`src/rtl/bls_pkg.sv`:
```
package bls_pkg;

  typedef enum logic [1:0] {
    MS_IDLE = 2'd0,
    MS_WAIT = 2'd1,
    MS_RUN  = 2'd2
  } meas_state_t;

  // Wake-up threshold: 1/64 of a bit time, never below one sample
  function automatic int wake_ticks(input int tpb);
    return (tpb / 64 < 1) ? 1 : tpb / 64;
  endfunction

  // Late-rise threshold: 1/8 of a bit time, never below one sample
  function automatic int late_ticks(input int tpb);
    return (tpb / 8 < 1) ? 1 : tpb / 8;
  endfunction

endpackage

```
`src/rtl/bls_sync.sv`:
```
// Multi-stage synchroniser with a selectable reset level
module bls_sync #(
  parameter int   STAGES  = 2,
  parameter logic RST_VAL = 1'b0
) (
  input  logic clk,
  input  logic rst_n,
  input  logic d_i,
  output logic q_o
);
  logic [STAGES-1:0] chain;

  generate
    for (genvar g = 0; g < STAGES; g++) begin : g_stage
      always_ff @(posedge clk) begin
        if (!rst_n) chain[g] <= RST_VAL;
        else if (g == 0) chain[g] <= d_i;
        else chain[g] <= chain[(g == 0) ? 0 : g-1];
      end
    end
  endgenerate

  assign q_o = chain[STAGES-1];
endmodule

```
`src/rtl/bls_run_counter.sv`:
```
// Counts consecutive synchronised low samples, saturating
module bls_run_counter #(
  parameter int CNT_W = 8
) (
  input  logic             clk,
  input  logic             rst_n,
  input  logic             low_i,
  output logic [CNT_W-1:0] run_o
);
  localparam logic [CNT_W-1:0] RUN_MAX = '1;

  always_ff @(posedge clk) begin
    if (!rst_n)             run_o <= '0;
    else if (!low_i)        run_o <= '0;
    else if (run_o != RUN_MAX) run_o <= run_o + 1'b1;
  end
endmodule

```
`src/rtl/bls_late_detect.sv`:
```
// Counts low samples from the aligned release strobe; flags a late rise
module bls_late_detect #(
  parameter int CNT_W      = 8,
  parameter int LATE_TICKS = 16
) (
  input  logic clk,
  input  logic rst_n,
  input  logic active_i,
  input  logic rel_i,
  input  logic low_i,
  output logic hit_o
);
  localparam logic [CNT_W-1:0] CNT_MAX = '1;
  localparam logic [CNT_W-1:0] LATE_V  = CNT_W'(LATE_TICKS);

  logic             track_q, track_n;
  logic [CNT_W-1:0] cnt_q, cnt_n;

  always_comb begin
    track_n = 1'b0;
    cnt_n   = cnt_q;
    if (rel_i && low_i) begin
      track_n = 1'b1;
      cnt_n   = CNT_W'(1);
    end else if (track_q && low_i) begin
      track_n = 1'b1;
      cnt_n   = (cnt_q == CNT_MAX) ? cnt_q : cnt_q + 1'b1;
    end
  end

  // late-rise event
  assign hit_o = active_i && track_n && (cnt_n == LATE_V);

  always_ff @(posedge clk) begin
    if (!rst_n) begin
      track_q <= 1'b0;
      cnt_q   <= '0;
    end else begin
      track_q <= track_n;
      cnt_q   <= cnt_n;
    end
  end
endmodule

```
`src/rtl/bls_width_meas.sv`:
```
// Captures the width of the first full low pulse after a request
module bls_width_meas #(
  parameter int CNT_W = 8
) (
  input  logic             clk,
  input  logic             rst_n,
  input  logic             req_i,
  input  logic             low_i,
  input  logic [CNT_W-1:0] run_i,
  output logic [CNT_W-1:0] width_o,
  output logic             valid_o
);
  import bls_pkg::*;

  meas_state_t st_q;
  logic        fresh_fall;
  logic        pulse_end;

  assign fresh_fall = low_i && (run_i == '0);
  assign pulse_end  = (st_q == MS_RUN) && !low_i;

  always_ff @(posedge clk) begin
    if (!rst_n) begin
      st_q    <= MS_IDLE;
      width_o <= '0;
      valid_o <= 1'b0;
    end else if (req_i) begin
      st_q    <= MS_WAIT;
      valid_o <= 1'b0;
    end else begin
      case (st_q)
        MS_WAIT: if (fresh_fall) st_q <= MS_RUN;
        MS_RUN: if (pulse_end) begin
          width_o <= run_i;
          valid_o <= 1'b1;
          st_q    <= MS_IDLE;
        end
        default: st_q <= MS_IDLE;
      endcase
    end
  end

  AST_VALID_HOLD: assert property (@(posedge clk) disable iff (!rst_n)
    (valid_o && !req_i) |=> (valid_o && $stable(width_o)));
  AST_REQ_CLEARS: assert property (@(posedge clk) disable iff (!rst_n)
    req_i |=> !valid_o);
endmodule

```
`src/rtl/bus_line_supervisor.sv`:
```
module bus_line_supervisor #(
  parameter int TICKS_PER_BIT = 128,
  parameter int CNT_W         = 8,
  parameter int SYNC_STAGES   = 2
) (
  input  logic             clk,
  input  logic             rst_n,
  input  logic             line_i,
  input  logic             bus_active_i,
  input  logic             release_i,
  input  logic             clr_flag_i,
  input  logic             meas_req_i,
  output logic             start_clk_o,
  output logic             reset_flag_o,
  output logic             width_valid_o,
  output logic [CNT_W-1:0] width_o
);
  import bls_pkg::*;

  localparam int WAKE_TICKS = wake_ticks(TICKS_PER_BIT);
  localparam int LATE_TICKS = late_ticks(TICKS_PER_BIT);
  localparam logic [CNT_W-1:0] WAKE_M1 = CNT_W'(WAKE_TICKS - 1);

  logic             line_s, rel_s, low_s;
  logic [CNT_W-1:0] run;
  logic             wake_hit, late_hit;

  // line and release strobe share the same latency
  bls_sync #(.STAGES(SYNC_STAGES), .RST_VAL(1'b1)) u_sync_line (
    .clk(clk), .rst_n(rst_n), .d_i(line_i), .q_o(line_s));
  bls_sync #(.STAGES(SYNC_STAGES), .RST_VAL(1'b0)) u_sync_rel (
    .clk(clk), .rst_n(rst_n), .d_i(release_i), .q_o(rel_s));

  assign low_s = !line_s;

  bls_run_counter #(.CNT_W(CNT_W)) u_run (
    .clk(clk), .rst_n(rst_n), .low_i(low_s), .run_o(run));

  bls_late_detect #(.CNT_W(CNT_W), .LATE_TICKS(LATE_TICKS)) u_late (
    .clk(clk), .rst_n(rst_n), .active_i(bus_active_i), .rel_i(rel_s),
    .low_i(low_s), .hit_o(late_hit));

  bls_width_meas #(.CNT_W(CNT_W)) u_meas (
    .clk(clk), .rst_n(rst_n), .req_i(meas_req_i), .low_i(low_s),
    .run_i(run), .width_o(width_o), .valid_o(width_valid_o));

  // the run passes the threshold exactly once per low pulse
  assign wake_hit = !bus_active_i && low_s && (run == WAKE_M1);

  always_ff @(posedge clk) begin
    if (!rst_n) begin
      start_clk_o  <= 1'b0;
      reset_flag_o <= 1'b0;
    end else begin
      start_clk_o <= wake_hit;
      if (late_hit)        reset_flag_o <= 1'b1;
      else if (clr_flag_i) reset_flag_o <= 1'b0;
    end
  end

  AST_START_ONE_CYCLE: assert property (@(posedge clk) disable iff (!rst_n)
    start_clk_o |=> !start_clk_o);
  AST_NO_START_ACTIVE: assert property (@(posedge clk) disable iff (!rst_n)
    start_clk_o |-> !$past(bus_active_i));
  AST_FLAG_STICKY: assert property (@(posedge clk) disable iff (!rst_n)
    (reset_flag_o && !clr_flag_i) |=> reset_flag_o);
  AST_FLAG_NEEDS_ACTIVE: assert property (@(posedge clk) disable iff (!rst_n)
    $rose(reset_flag_o) |-> $past(bus_active_i));
endmodule

```
`config.mk`:
```
export PLATFORM = sky130hd
export DESIGN_NAME = bus_line_supervisor
export DESIGN_NICKNAME = d
export VERILOG_FILES = /design/src/rtl/bls_pkg.sv /design/src/rtl/bls_sync.sv /design/src/rtl/bls_run_counter.sv /design/src/rtl/bls_late_detect.sv /design/src/rtl/bls_width_meas.sv /design/src/rtl/bus_line_supervisor.sv
export SDC_FILE = /design/constraint.sdc
export NUM_CORES = 1
export LEC_CHECK = 0
export BUFFER_PORTS_ARGS = -buffer_cell sky130_fd_sc_hd__buf_2
export CORE_MARGIN = 2
export CORE_UTILIZATION = 61
export CTS_CLUSTER_SIZE = 16
export DETAILED_ROUTE_END_ITERATION = 10
export PLACE_DENSITY = 0.91
export SLEW_MARGIN = 20
export SYNTH_ARGS = -nofsm -noshare
export SYNTH_HDL_FRONTEND = slang
export SYNTH_HIERARCHICAL = 1
export SYNTH_SLANG_ARGS = --single-unit
```
`constraint.sdc`:
```
create_clock -name clk -period 6.09 [get_ports clk]
set_input_delay 1.218 -clock clk [delete_from_list [all_inputs] [get_ports clk]]
set_output_delay 1.218 -clock clk [all_outputs]
set_load 0.03 [all_outputs]
```
### After elaboration in Yosys (flattened, before gate mapping)

Cells that the tools add are included.

* flip-flop bits (word level): 34
* input port bits: 7
* output and inout bits: 11
* word-level logic and storage cells: 56

* add/sub/neg operators: 2
* equal/unequal tests: 10
* muxes and demuxes: 11
* bitwise operators: 2
* reductions and logical operators: 18

Operators with widths (number)
* two-way mux 8 bit: 3
* adder 8 x 1 -> 8 bit, second input constant: 2
* equality test 8 x 1 -> 1 bit, second input constant: 1
* equality test 8 x 5 -> 1 bit, second input constant: 1
* equality test 8 bit, second input constant: 1
* logical AND 1 bit: 8
* zero test 8 bit: 1
* inequality test 8 bit, second input constant: 1
* inequality test 3 x 2 -> 1 bit, second input constant: 2
* AND reduction 2 bit: 3
* two-way mux 1 bit: 5
* two-way mux 2 bit: 2
* inequality test 2 x 1 -> 1 bit, second input constant: 2
* one-hot mux 2 bit (2 select lines): 1
* OR reduction 2 bit: 2
* AND reduction 3 bit: 1
* equality test 2 x 1 -> 1 bit, second input constant: 1
* equality test 2 bit, second input constant: 1
* zero test 1 bit: 2
* inverter 1 bit: 2
* nonzero test 2 bit: 1

### Logic depth before layout (Yosys ltp)

* depth after elaboration: 7
* gate-level depth with buffers: 7
* mapped depth without buffers: 7

### By module

Netlist, hierarchy kept.

Modules (own cells, without submodules)
* bls_late_detect: instances 1, cells an instance 63, area an instance 541.8 sq um, sequential area each 180.2 sq um
* bls_width_meas: instances 1, cells an instance 53, area an instance 454.2 sq um, sequential area each 220.2 sq um
* bls_run_counter: instances 1, cells an instance 42, area an instance 390.4 sq um, sequential area each 160.2 sq um
* bls_sync: instances 2, cells an instance 4, area an instance 52.6 sq um, sequential area each 40.0 sq um
* bus_line_supervisor: instances 1, cells an instance 9, area an instance 85.1 sq um, sequential area each 40.0 sq um

### Worst setup path before layout

No wires, ideal clock.

* path type: input to register
* from: input port bus_active_i
* to: register reset_flag_o
* setup time: 0.058 ns
* arrival time: 2.224 ns
* required time: 6.032 ns
* path slack: 3.808 ns
* cell stages on the path: 4
* buffers on the path: 0
* path through: or2b_2 or4_1 nor4_1 o21a_1

* longest elaborated chain between the ends: 3

RTL lines
* start, declared: RTL line bus_line_supervisor.sv:9 `input logic bus_active_i,`
* logical AND 1 bit * (2 in series): RTL line bls_late_detect.sv:32 `assign hit_o = active_i && track_n && (cnt_n == LATE_V);`
* via late_hit: RTL line bus_line_supervisor.sv:26 `logic wake_hit, late_hit;`
* two-way mux 1 bit / nonzero test 2 bit (equally long branches)
* end signal, assigned: RTL line bus_line_supervisor.sv:53 `reset_flag_o <= 1'b0;`
* end signal, assigned: RTL line bus_line_supervisor.sv:56 `if (late_hit) reset_flag_o <= 1'b1;`
* end signal, assigned: RTL line bus_line_supervisor.sv:57 `else if (clr_flag_i) reset_flag_o <= 1'b0;`
* end, declared: RTL line bus_line_supervisor.sv:14 `output logic reset_flag_o,`

The timed path passes the listed nets; every way through them passes the cells marked *.
A chain may end at the register's enable or synchronous reset.

### Worst setup path in the final report

* from: register u_late.cnt_q[0]
* to: register reset_flag_o

* longest elaborated chain between the ends: 7

RTL lines
* start, declared: RTL line bls_late_detect.sv:17 `logic [CNT_W-1:0] cnt_q, cnt_n;`
* start signal, assigned: RTL line bls_late_detect.sv:40 `cnt_q <= cnt_n;`
* adder 8 x 1 -> 8 bit / equality test 8 bit (equally long branches): RTL line bls_late_detect.sv:27 `cnt_n = (cnt_q == CNT_MAX) ? cnt_q : cnt_q + 1'b1;`
* two-way mux 8 bit: RTL line bls_late_detect.sv:27
* two-way mux 8 bit *: RTL line bls_late_detect.sv:25 `end else if (track_q && low_i) begin`
* two-way mux 8 bit *: RTL line bls_late_detect.sv:22 `if (rel_i && low_i) begin`
* equality test 8 x 5 -> 1 bit *: RTL line bls_late_detect.sv:32
* logical AND 1 bit *: RTL line bls_late_detect.sv:32
* via late_hit: RTL line bus_line_supervisor.sv:26
* two-way mux 1 bit / nonzero test 2 bit (equally long branches)

Marked as above.

==> flow_summary_export.csv <==
group,metric,value,unit
grt,antenna_found_initial,0,
logic_synthesis,ys_ff_latch,34,
logic_synthesis,synth_top_cell_area_share,43.2,%
critical_path,worstPathMaxFanout,7,
placement,dp_hpwl,2440,µm
placement,place_area,1680,µm²
grt,grt-ovfl-total,0,
clock_tree,cts_buffers,5,
min_path,hold_depth,1,
logic_synthesis,synth_edf_count,0,
critical_path,worstRegToRegCells,7,
timing,hold_viol_final,0,
critical_path,reg2reg_to,"reset_flag_o",
timing,relSlewSlack,53.9,%
timing,rsz0062_at_grt,"no",
logic_synthesis,synth_nets,184,
timing,setup_viol,0,
critical_path,cp_data_arrival_time,2.64,ns
critical_path,path_class,"register to register",
grt,grt_pass1_vias,1326,
final_layout,final_core_util,71.5,%
logic_synthesis,seq_area_frac_synth,43.2,%
clock_tree,ctsHtreeMaxLevel,2,
clock_tree,cts_root_buffer,"clkbuf_4",
logic_synthesis,syn_area,1580,µm²
power_and_ir_drop,leakagePower,0.710,nW
critical_path,regToRegSetupSlack,3.73,ns
detailed_routing,avgRoutedWirePerCell,15.4,µm
detailed_routing,viasPerCell,6.43,
floorplanning,start_util,64.2,%
placement,gp_congestion,0.923,
clock_tree,cts_setup_buffers,0,
min_path,hp-start,"u_sync_line/chain[0]",
timing,maxSlewViolCount,0,
detailed_routing,drtIter0Drc,99,
logic_synthesis,ys.flop_type,"dfxtp_1",
final_layout,n_antenna_cell,0,
timing,finalCritPeriodShare,38.7,%
final_layout,areaGrowthSynthToFinish,11.3,%
timing,finalCriticalPeriod,2.36,ns
grt,grtUsageTotal,26.5,%
status,outcome,"complete, no violations",
clock_tree,cts_tree,"yes",
floorplanning,die_h,54.8,µm
timing,skew,0.00837,ns
floorplanning,die_w,54.8,µm
logic_synthesis,avgSynthCellArea,9.01,µm²
final_layout,fin_area,1750,µm²
timing,final.setup.tns,0,ns
detailed_routing,vias,1460,
floorplanning,pin_count,18,
critical_path,crit_path_start_kind,"register",
clock_tree,path_clk_slew,0.10,ns
flow_run,maxCapViolCount,0,
clock_tree,post_cts_resized,0,
final_layout,final_layout_size_suffix_gt1_share,18.3,%
floorplanning,die-area,3010,µm²
power_and_ir_drop,max-vdd-ir-drop,0.220,mV
clock_tree,cts.sinks,34,
detailed_routing,drc,0,
timing,fmax,424,MHz
power_and_ir_drop,powerDensity,223,nW/µm²
detailed_routing,postRouteAntennaNets,0,
min_path,worstHoldEndpoint,"u_sync_line/q_o",
min_path,hold_class,"register to register",
logic_synthesis,synth_cell_type_count,47,
timing,worst_slew_pin_slew,0.689,ns
placement,portBuffers,17,
floorplanning,rows,18,
clock_tree,cts_buffer_depth,2,
critical_path,r2r_start,"u_late/cnt_q[0]",
detailed_routing,drt_pass1_iterations,4,
floorplanning,core_area,2450,µm²
final_layout,nNetsFinal,205,
logic_synthesis,postSynthCellCount,175,
logic_synthesis,synthTopCellsByArea,"dfxtp_1, nand3_1, nand2_1, o21ai_0, a21oi_1",
detailed_routing,wirelength,3500,µm
final_layout,nFillCells,196,
clock_tree,hold_buffers,0,
logic_synthesis,yosys.area.top_type,"dfxtp_1",
grt,grt_max_degree,31,
grt,grt_pass1_wl,5550,µm
critical_path,worstPathRequired,6.37,ns
clock_tree,clock_insertion_delay_worst_skew,0.34,ns
logic_synthesis,async_reset_ff_share,0,%
logic_synthesis,ys.warnings.count,6,
critical_path,crit_path_end_kind,"register",
## power by group
group | switching (mW) | leakage, nW | total, mW | internal, mW
logic | 0.00805 | 0.390 | 0.0128 | 0.00474
clock network | 0.0730 | 0.0446 | 0.152 | 0.0788
registers | 0.00183 | 0.275 | 0.226 | 0.224
## per-layer routing
metal  track usage [%]  routed length, µm
met4              11.7                 46
met5                 0                  0
met1              31.4               1410
met3              9.56                272
met2              42.7               1770
## flip-flops by register name (all words and copies together) (netlist names)
register / count
start_clk_o: 1
u_sync_rel/chain: 1
u_late/track_q: 1
u_meas/valid_o: 1
u_sync_line/q_o: 1
u_run/run_o: 8
u_meas/width_o: 8
u_late/cnt_q: 8
u_meas/st_q: 2
reset_flag_o: 1
u_sync_line/chain: 1
u_sync_rel/q_o: 1
## stage by stage
step / hold WS (ns) / total power [mW] / cells / worst slack, ns
finish: 0.428 / 0.391 / 227 / 3.73
global route: 0.471 / 0.404 / 227 / 3.61
CTS: 0.431 / 0.394 / 227 / 3.78
detailed placement: 0.408 / 0.244 / 219 / 3.62
global placement: 0.393 / 0.243 / 219 / 3.68
floorplan: 0.386 / 0.239 / 175 / 3.81
## layout make-up
type                       instances  area, µm²  area share (%)
multi-input combinational        134        857            48.9
inverter                           4       15.0           0.856
tap                               30       37.5            2.14
clock buffer                       8       78.8            4.49
sequential                        34        681            38.8
timing repair buffer              17       85.1            4.85
## worst max-delay path, stage by stage (launching register included)
cell and delay [ns]:
dfxtp_1 0.38, ha_1 0.26, a31oi_1 0.30, o32ai_1 0.19, a31o_1 0.24, or4_1 0.50, nor4_1 0.26, o21a_1 0.16
## placed cells by master (no fill, tap or decap), types with 5 or more instances in the layout
cell | netlist | final
buf_2 | 1 | 17
clkbuf_4 | 0 | 5
dfxtp_1 | 34 | 34
nor2_1 | 8 | 8
mux2i_1 | 5 | 5
a31oi_1 | 5 | 5
nor3_1 | 5 | 5
and2_1 | 6 | 6
nand2_1 | 18 | 18
o21ai_0 | 12 | 12
nand3_1 | 14 | 14
a21oi_1 | 10 | 10
## kinds of logic after synthesis
| kind of cell | count (synthesis) | share of synthesized area, % |
|---|---|---|
| simple gates | 88 | 34.0 |
| compound gates | 38 | 15.0 |
| flops | 34 | 43.2 |
| buf+inv | 7 | 2.46 |
| mux | 5 | 3.17 |
| fa+ha+maj | 2 | 1.59 |
| xor+xnor | 1 | 0.556 |
## cells in the mapped netlist, types with 4 or more instances
| library cell | n |
|---|---|
| nor3_1 | 5 |
| and2_1 | 6 |
| a31oi_1 | 5 |
| nand3_1 | 14 |
| mux2i_1 | 5 |
| nor2_1 | 8 |
| a21oi_1 | 10 |
| and4_1 | 4 |
| inv_1 | 4 |
| nand2_1 | 18 |
| dfxtp_1 | 34 |
| o21ai_0 | 12 |
| nand2b_1 | 4 |
## worst max path at each step
stage | from | end | slack [ns] | depth (start not counted)
after floorplan | bus_active_i | reset_flag_o | 3.81 | 4
after global placement | bus_active_i | reset_flag_o | 3.68 | 5
after detailed placement | bus_active_i | reset_flag_o | 3.62 | 5
after CTS | u_late/cnt_q[0] | reset_flag_o | 3.78 | 7
after global routing | u_sync_line/q_o | reset_flag_o | 3.61 | 7
final | u_late/cnt_q[0] | reset_flag_o | 3.73 | 7
No activity file was read; power rests on OpenSTA's default activity.
